[config.mk]
export PLATFORM = sky130hd
export DESIGN_NAME = sconv3_array
export DESIGN_NICKNAME = d
export VERILOG_FILES = /design/src/rtl/sconv_pkg.sv /design/src/rtl/sconv_wbank.sv /design/src/rtl/sconv_cell.sv /design/src/rtl/sconv3_array.sv
export SDC_FILE = /design/constraint.sdc
export NUM_CORES = 2
export LEC_CHECK = 0
export ABC_AREA = 0
export BUFFER_PORTS_ARGS = -buffer_cell sky130_fd_sc_hd__buf_2
export CORE_UTILIZATION = 58
export DETAILED_ROUTE_END_ITERATION = 10
export PLACE_DENSITY_LB_ADDON = 0.25
export SYNTH_ARGS = -nofsm -noshare
export SYNTH_HDL_FRONTEND = slang
export SYNTH_SLANG_ARGS = --single-unit
[constraint.sdc]
create_clock -name clk -period 10.03 [get_ports clk]
set_input_delay 1.5045 -clock clk [delete_from_list [all_inputs] [get_ports clk]]
set_output_delay 1.5045 -clock clk [all_outputs]
set_load 0.03 [all_outputs]
[src/rtl/sconv_pkg.sv]
package sconv_pkg;

  // Bits needed to address n entries (at least one).
  function automatic int idx_bits(input int n);
    return (n < 2) ? 1 : $clog2(n);
  endfunction

  // Growth bits needed to add n products without overflow.
  function automatic int growth_bits(input int n);
    return (n < 2) ? 0 : $clog2(n);
  endfunction

endpackage

[src/rtl/sconv_wbank.sv]
module sconv_wbank #(
  parameter int TAPS = 3,
  parameter int WW   = 16,
  parameter int IW   = 2
) (
  input  logic                     clk,
  input  logic                     rst,
  input  logic                     ld_en,
  input  logic [IW-1:0]            ld_idx,
  input  logic [WW-1:0]            ld_val,
  output logic [TAPS-1:0][WW-1:0]  wt
);

  for (genvar k = 0; k < TAPS; k++) begin : g_slot
    always_ff @(posedge clk) begin
      if (rst) begin
        wt[k] <= '0;
      end else if (ld_en && (ld_idx == IW'(k))) begin
        wt[k] <= ld_val;
      end
    end
  end

  // an index beyond the last tap leaves every coefficient untouched
  assert_bad_index_ignored_R2: assert property (@(posedge clk) disable iff (rst)
    (ld_en && (int'(ld_idx) >= TAPS)) |=> $stable(wt));

endmodule

[src/rtl/sconv_cell.sv]
module sconv_cell #(
  parameter int DW = 16,
  parameter int WW = 16,
  parameter int AW = 34
) (
  input  logic                 clk,
  input  logic                 rst,
  input  logic                 step,
  input  logic signed [WW-1:0] wt,
  input  logic signed [DW-1:0] x_in,
  input  logic                 xv_in,
  input  logic signed [AW-1:0] s_in,
  input  logic                 sv_in,
  output logic signed [DW-1:0] x_out,
  output logic                 xv_out,
  output logic signed [AW-1:0] s_out,
  output logic                 sv_out
);

  localparam int PW = DW + WW;

  logic signed [DW-1:0] x_mid;
  logic                 xv_mid;
  logic signed [PW-1:0] prod;
  logic signed [AW-1:0] acc_next;
  logic signed [AW:0]   acc_wide;

  always_comb begin
    prod     = wt * x_in;
    acc_next = s_in + {{(AW-PW){prod[PW-1]}}, prod};
    acc_wide = {s_in[AW-1], s_in} + {{(AW+1-PW){prod[PW-1]}}, prod};
  end

  // Sample path: two registers per cell. Sum path: one register per cell.
  always_ff @(posedge clk) begin
    if (rst) begin
      x_mid  <= '0;
      xv_mid <= 1'b0;
      x_out  <= '0;
      xv_out <= 1'b0;
      s_out  <= '0;
      sv_out <= 1'b0;
    end else if (step) begin
      x_mid  <= x_in;
      xv_mid <= xv_in;
      x_out  <= x_mid;
      xv_out <= xv_mid;
      s_out  <= acc_next;
      sv_out <= sv_in & xv_in;
    end
  end

  // accumulating one more product never leaves the widened range
  assert_no_overflow_R3: assert property (@(posedge clk) disable iff (rst)
    step |-> (acc_wide[AW] == acc_wide[AW-1]));

  // an idle cycle freezes both the sample and the sum held by the cell
  assert_cell_hold_R6: assert property (@(posedge clk) disable iff (rst)
    !step |=> ($stable(s_out) && $stable(x_out) && $stable(sv_out)));

endmodule

[src/rtl/sconv3_array.sv]
module sconv3_array
  import sconv_pkg::*;
#(
  parameter int DW   = 16,
  parameter int WW   = 16,
  parameter int TAPS = 3,
  localparam int IW  = idx_bits(TAPS),
  localparam int AW  = DW + WW + growth_bits(TAPS)
) (
  input  logic          clk,
  input  logic          rst,
  input  logic          wt_ld,
  input  logic [IW-1:0] wt_idx,
  input  logic [WW-1:0] wt_val,
  input  logic          in_valid,
  input  logic [DW-1:0] in_x,
  output logic          out_valid,
  output logic [AW-1:0] out_y
);

  localparam int FILL = 2 * TAPS - 1;
  localparam int CW   = $clog2(FILL + 1);

  logic [TAPS-1:0][WW-1:0] wt_flat;
  logic [TAPS:0][DW-1:0]   x_link;
  logic [TAPS:0]           xv_link;
  logic [TAPS:0][AW-1:0]   s_link;
  logic [TAPS:0]           sv_link;

  sconv_wbank #(.TAPS(TAPS), .WW(WW), .IW(IW)) u_wbank (
    .clk    (clk),
    .rst    (rst),
    .ld_en  (wt_ld),
    .ld_idx (wt_idx),
    .ld_val (wt_val),
    .wt     (wt_flat)
  );

  assign x_link[0]  = in_x;
  assign xv_link[0] = 1'b1;
  assign s_link[0]  = '0;
  assign sv_link[0] = 1'b1;

  // Cell c holds coefficient number TAPS-c, so the sum-entry cell holds the last one.
  for (genvar c = 0; c < TAPS; c++) begin : g_cell
    sconv_cell #(.DW(DW), .WW(WW), .AW(AW)) u_cell (
      .clk    (clk),
      .rst    (rst),
      .step   (in_valid),
      .wt     (wt_flat[TAPS-1-c]),
      .x_in   (x_link[c]),
      .xv_in  (xv_link[c]),
      .s_in   (s_link[c]),
      .sv_in  (sv_link[c]),
      .x_out  (x_link[c+1]),
      .xv_out (xv_link[c+1]),
      .s_out  (s_link[c+1]),
      .sv_out (sv_link[c+1])
    );
  end

  always_ff @(posedge clk) begin
    if (rst) begin
      out_valid <= 1'b0;
    end else begin
      out_valid <= in_valid & sv_link[TAPS-1] & xv_link[TAPS-1];
    end
  end

  assign out_y = s_link[TAPS];

  // Checker-side count of accepted samples, saturating at the fill depth.
  logic [CW-1:0] seen_q;
  always_ff @(posedge clk) begin
    if (rst) begin
      seen_q <= '0;
    end else if (in_valid && (seen_q != CW'(FILL))) begin
      seen_q <= seen_q + 1'b1;
    end
  end

  // reset leaves no valid result behind
  assert_reset_quiet_R1: assert property (@(posedge clk)
    rst |=> !out_valid);

  // a result is flagged only right after an accepting edge
  assert_valid_follows_accept_R5: assert property (@(posedge clk) disable iff (rst)
    out_valid |-> $past(in_valid));

  // no result before the chain has taken its fill of samples
  assert_fill_depth_R5: assert property (@(posedge clk) disable iff (rst)
    out_valid |-> (seen_q == CW'(FILL)));

  // a sample leaving the chain implies the sum beside it is complete
  assert_alignment_R4: assert property (@(posedge clk) disable iff (rst)
    xv_link[TAPS] |-> sv_link[TAPS]);

  // idle input freezes the result and the sample at the chain end
  assert_idle_hold_R6: assert property (@(posedge clk) disable iff (rst)
    !in_valid |=> (!out_valid && $stable(out_y) && $stable(x_link[TAPS])));

endmodule

==> results.txt <==
After legalization and detailed placement, the total HPWL measured 76.5 mm. The area share of the largest cell type after synthesis was 0.419. The clock-pin slew reported for the worst setup and hold paths after clock tree synthesis came out at 0.06 ns. The tools report the headroom to the max-slew limit as 0.272. The startpoint identified for the worst register-to-register timing path is u_wbank.wt[10]$_SDFFE_PP0P_. IR analysis of the VDD net gives a maximum drop of 0.122 mV. The number of cells traversed by the worst register-to-register path was 26; the number of nets in the layout was 5409. The relative contribution of the clock network to total power came out at 0.309.

The tool flagged a number of max-cap violations equal to 0. The layout cell share with drive strength beyond 1 came out at 0.0358. The synthesized design spends more area on one cell type than any other, namely fa_1.

For the global-route wire length before repair, the log shows 153 mm. Setup violations remaining at the end of the flow were counted as 0. The floorplan step set the die width to 263 um. Sequential cell fraction of total power: 0.312.

The async set-or-reset flop fraction in the synthesized netlist was 0. The leakage power of the design is 0.0201 uW. In this run the vertical extent of the chip is 263 um. Power spread over the standard cell area amounts to 81.1 mW/mm2. The post-synthesis instance area came out at 0.0394 mm2.

Setup repair after global routing left no endpoint under its margin. For the count of final max-slew check failures, the log shows 0. After detailed routing, the average wire length per cell comes to 17.8 um.

The flop and latch count out of synthesis was 217; the post-placement cell area was 0.0403 mm2. Critical path class: flop to flop. The logs give 0 for the number of buffers inserted for hold repair after clock tree synthesis and 28100 for the via total after detailed routing. The flow ran to the end, and the final reports show no timing, DRC or antenna violations.

The tightest min-delay check is of the flop to flop type. For the worst setup path, the data required time is 10.50 ns. The internal portion of the total power is 2030 uW. Along the worst path, the maximum fanout reaches 17. Summed over all layers, the routed wires come to 91.8 mm. The post-route clock skew was 0.0233 ns; the top-level port count was 73.

The area growth from synthesis to layout is 4.72%, and the synthesis warning total is 0. The data arrival time of the worst path was 8.81 ns; the number of cells upsized or downsized after cts was 0. The aggregate global-route resource usage was 0.277; the remaining antenna violation count after routing was 0.

The maximum operating frequency was 120 MHz; the violation count after the first detailed-route iteration was 1605. The run gives 0 as the final number of hold-violating endpoints. For this run, design rule violations remaining after detail routing come to 0.

The tools report the power share of the combinational group as 0.379. Switching share of power: 0.393. STA classifies the critical path endpoint as a flop. The clock passes through at most 3 buffers. TritonCTS built the clock tree. For the pin with the worst max-slew slack, the measured transition is 1.09 ns. The critical path capture point was g_cell[2].u_cell.s_out[32]$_SDFFE_PP0P_. The overall die area was 0.0689 mm2. For the via count of the first global-routing pass, the log shows 29300. The run gives 0.61 ns as the clock latency on the worst-skew pair.

Synthesis produced a netlist whose cell count is 4311. For the number of CTS-inserted buffers, the log shows 28. The launch point of the worst path is u_wbank.wt[10]$_SDFFE_PP0P_. The commonest cells after synthesis are inv_1, fa_1, nand2_1. The total congestion overflow after global routing was 0; the vias per cell was 5.46. Counting I/O delays and the setup requirement, the final critical path takes 8.34 ns. The sequential-to-total area share from yosys stat is 0.110, and the number of antenna violations at the first check in global routing is 3. When the netlist entered floorplanning its net count stood at 5471. Buffers placed on the I/O ports in this run total 72.

The run gives 1 as the CTS H-tree depth. The total negative slack is 0 ns. The most used flip-flop cell after synthesis is dfxtp_1. The number of clock sinks seen by CTS is 217, and the final-layout worst hold slack is 0.450 ns. The period utilization is 0.831, and the last weighted congestion value of the routability-driven placer is 0.921. The core region is 0.0672 mm2.

The endpoint identified for the worst register-to-register timing path is g_cell[2].u_cell.s_out[32]$_SDFFE_PP0P_. The run gives 0 as the buffers inserted during post-CTS setup optimization. Sorting the synthesized cells by area gives the leading types as fa_1, dfxtp_1, ha_1.

The tools report the first-pass iteration count of the detailed router as 6. STA classifies the critical path startpoint as a flop. The tools report the initial core utilization as 0.586. The tools report the net switching component of the power as 1310 uW.

Summing all non-filler instances in the final layout gives an area of 0.0412 mm2. The library cell with the highest instance count after synthesis is inv_1. For the number of library cell types mapped by synthesis, the log shows 75. For the largest net degree at the start of global routing, the log shows 113.

Number of flops mapped to enable cells by yosys: 0. A synthesized cell averages 9.13 um2. Row generation in the floorplan step produced 95 rows. The internal reg-to-reg setup slack is 1.69 ns.

The tools report the CTS root buffer as clkbuf_16.
## metal layers
| metal | wire [um] | vias to the layer above | global-route usage |
|---|---|---|---|
| met5 | 27 | - | 0 |
| met4 | 2220 | 4 | 0.0674 |
| met1 | 39400 | 14200 | 0.380 |
| met2 | 45400 | 763 | 0.475 |
| li1 | - | 12900 | - |
| met3 | 4750 | 138 | 0.0259 |
## critical path, cell delays in order (launching register included)
cell and delay (ns):
dfxtp_1 0.76, nand2_1 0.17, fa_1 0.55, fa_1 0.47, fa_1 0.55, inv_1 0.06
fa_1 0.48, fa_1 0.49, inv_1 0.05, fa_1 0.47, inv_1 0.04, ha_1 0.33
a211oi_1 0.24, nand2_1 0.08, o22a_1 0.26, a31oi_1 0.40, o21ai_1 0.30, a221oi_1 0.51
or2_1 0.24, xnor2_1 0.08, ha_1 0.22, or4_1 0.52, a221oi_1 0.37, or2_1 0.22
o211ai_1 0.14, xnor2_1 0.16, o21ai_1 0.07
## power by group through the flow
stage | combinational, uW | clock (uW) | sequential, uW
after floorplan | 977 | 0 | 1000
after global placement | 1240 | 0 | 1060
after detailed placement | 1270 | 0 | 1060
after CTS | 1280 | 1060 | 1040
after global routing | 1440 | 1090 | 1050
final | 1270 | 1030 | 1040
## worst min path at each step
stage,startpoint,end,cells past startpoint
floorplan,g_cell[0].u_cell.s_out[20]$_SDFFE_PP0P_,g_cell[0].u_cell.s_out[20]$_SDFFE_PP0P_,2
global placement,g_cell[2].u_cell.s_out[25]$_SDFFE_PP0P_,g_cell[2].u_cell.s_out[25]$_SDFFE_PP0P_,2
detailed placement,g_cell[2].u_cell.s_out[25]$_SDFFE_PP0P_,g_cell[2].u_cell.s_out[25]$_SDFFE_PP0P_,2
CTS,g_cell[2].u_cell.s_out[25]$_SDFFE_PP0P_,g_cell[2].u_cell.s_out[25]$_SDFFE_PP0P_,2
global route,g_cell[2].u_cell.s_out[31]$_SDFFE_PP0P_,g_cell[2].u_cell.s_out[31]$_SDFFE_PP0P_,2
finish,g_cell[2].u_cell.s_out[25]$_SDFFE_PP0P_,g_cell[2].u_cell.s_out[25]$_SDFFE_PP0P_,2
## metrics by stage
step	setup slack, ns	total power (uW)	util	instances
finish	1.69	3340	0.614	5145
global route	1.20	3580	0.614	5144
CTS	1.75	3380	0.614	5144
detailed placement	1.73	2330	0.600	5092
global placement	1.95	2300	0.600	5092
floorplan	2.52	1980	-	4311
## registers in the layout (all words and copies together), names as in the netlist
signal / cells
g_cell.u_cell.xv_mid: 1
u_wbank.wt: 48
g_cell.u_cell.sv_out: 2
g_cell.u_cell.x_out: 32
g_cell.u_cell.x_mid: 32
g_cell.u_cell.xv_out: 2
out_valid: 1
g_cell.u_cell.s_out: 99
## cells in the final DEF (no fill, tap or decap), types with 5 or more instances in the layout
master	instances
nand2b_1	56
or4_1	7
o21ai_1	36
a21oi_1	138
nor3b_1	5
nor2_1	191
o211ai_1	14
nor4_1	6
dfxtp_1	217
nand4_1	9
or3_1	12
buf_2	70
and3_1	6
and2_1	309
a211oi_1	17
clkbuf_16	28
fa_1	824
nand3_1	33
inv_6	5
nor2b_1	16
or2_1	5
a21o_1	50
o21ai_0	38
inv_1	880
ha_1	298
mux2i_1	119
a211o_1	6
o21a_1	16
clkbuf_8	6
nor3_1	19
nand2_1	588
o21bai_1	11
buf_4	12
xor2_1	35
a31oi_1	13
o31ai_1	8
xnor2_1	88
## final cells by class
class	instances	area, um2
fillers	5656	25900
diodes	1	2.50
clock inverters	17	173
well taps	873	1090
flip-flops and latches	217	4340
multi-input cells	3037	31100
inverters	881	3310
clock buffers	35	777
repair buffers	84	465
## cell families after synthesis
group	synth area share
buffers and inverters	0.101
AO/OA/AOI/OAI	0.0638
multiplexers	0.0303
AND/OR/NAND/NOR	0.154
XOR/XNOR	0.0274
flip-flops	0.110
adder cells (fa/ha/maj)	0.514
Power figures use the tool's default switching activity.
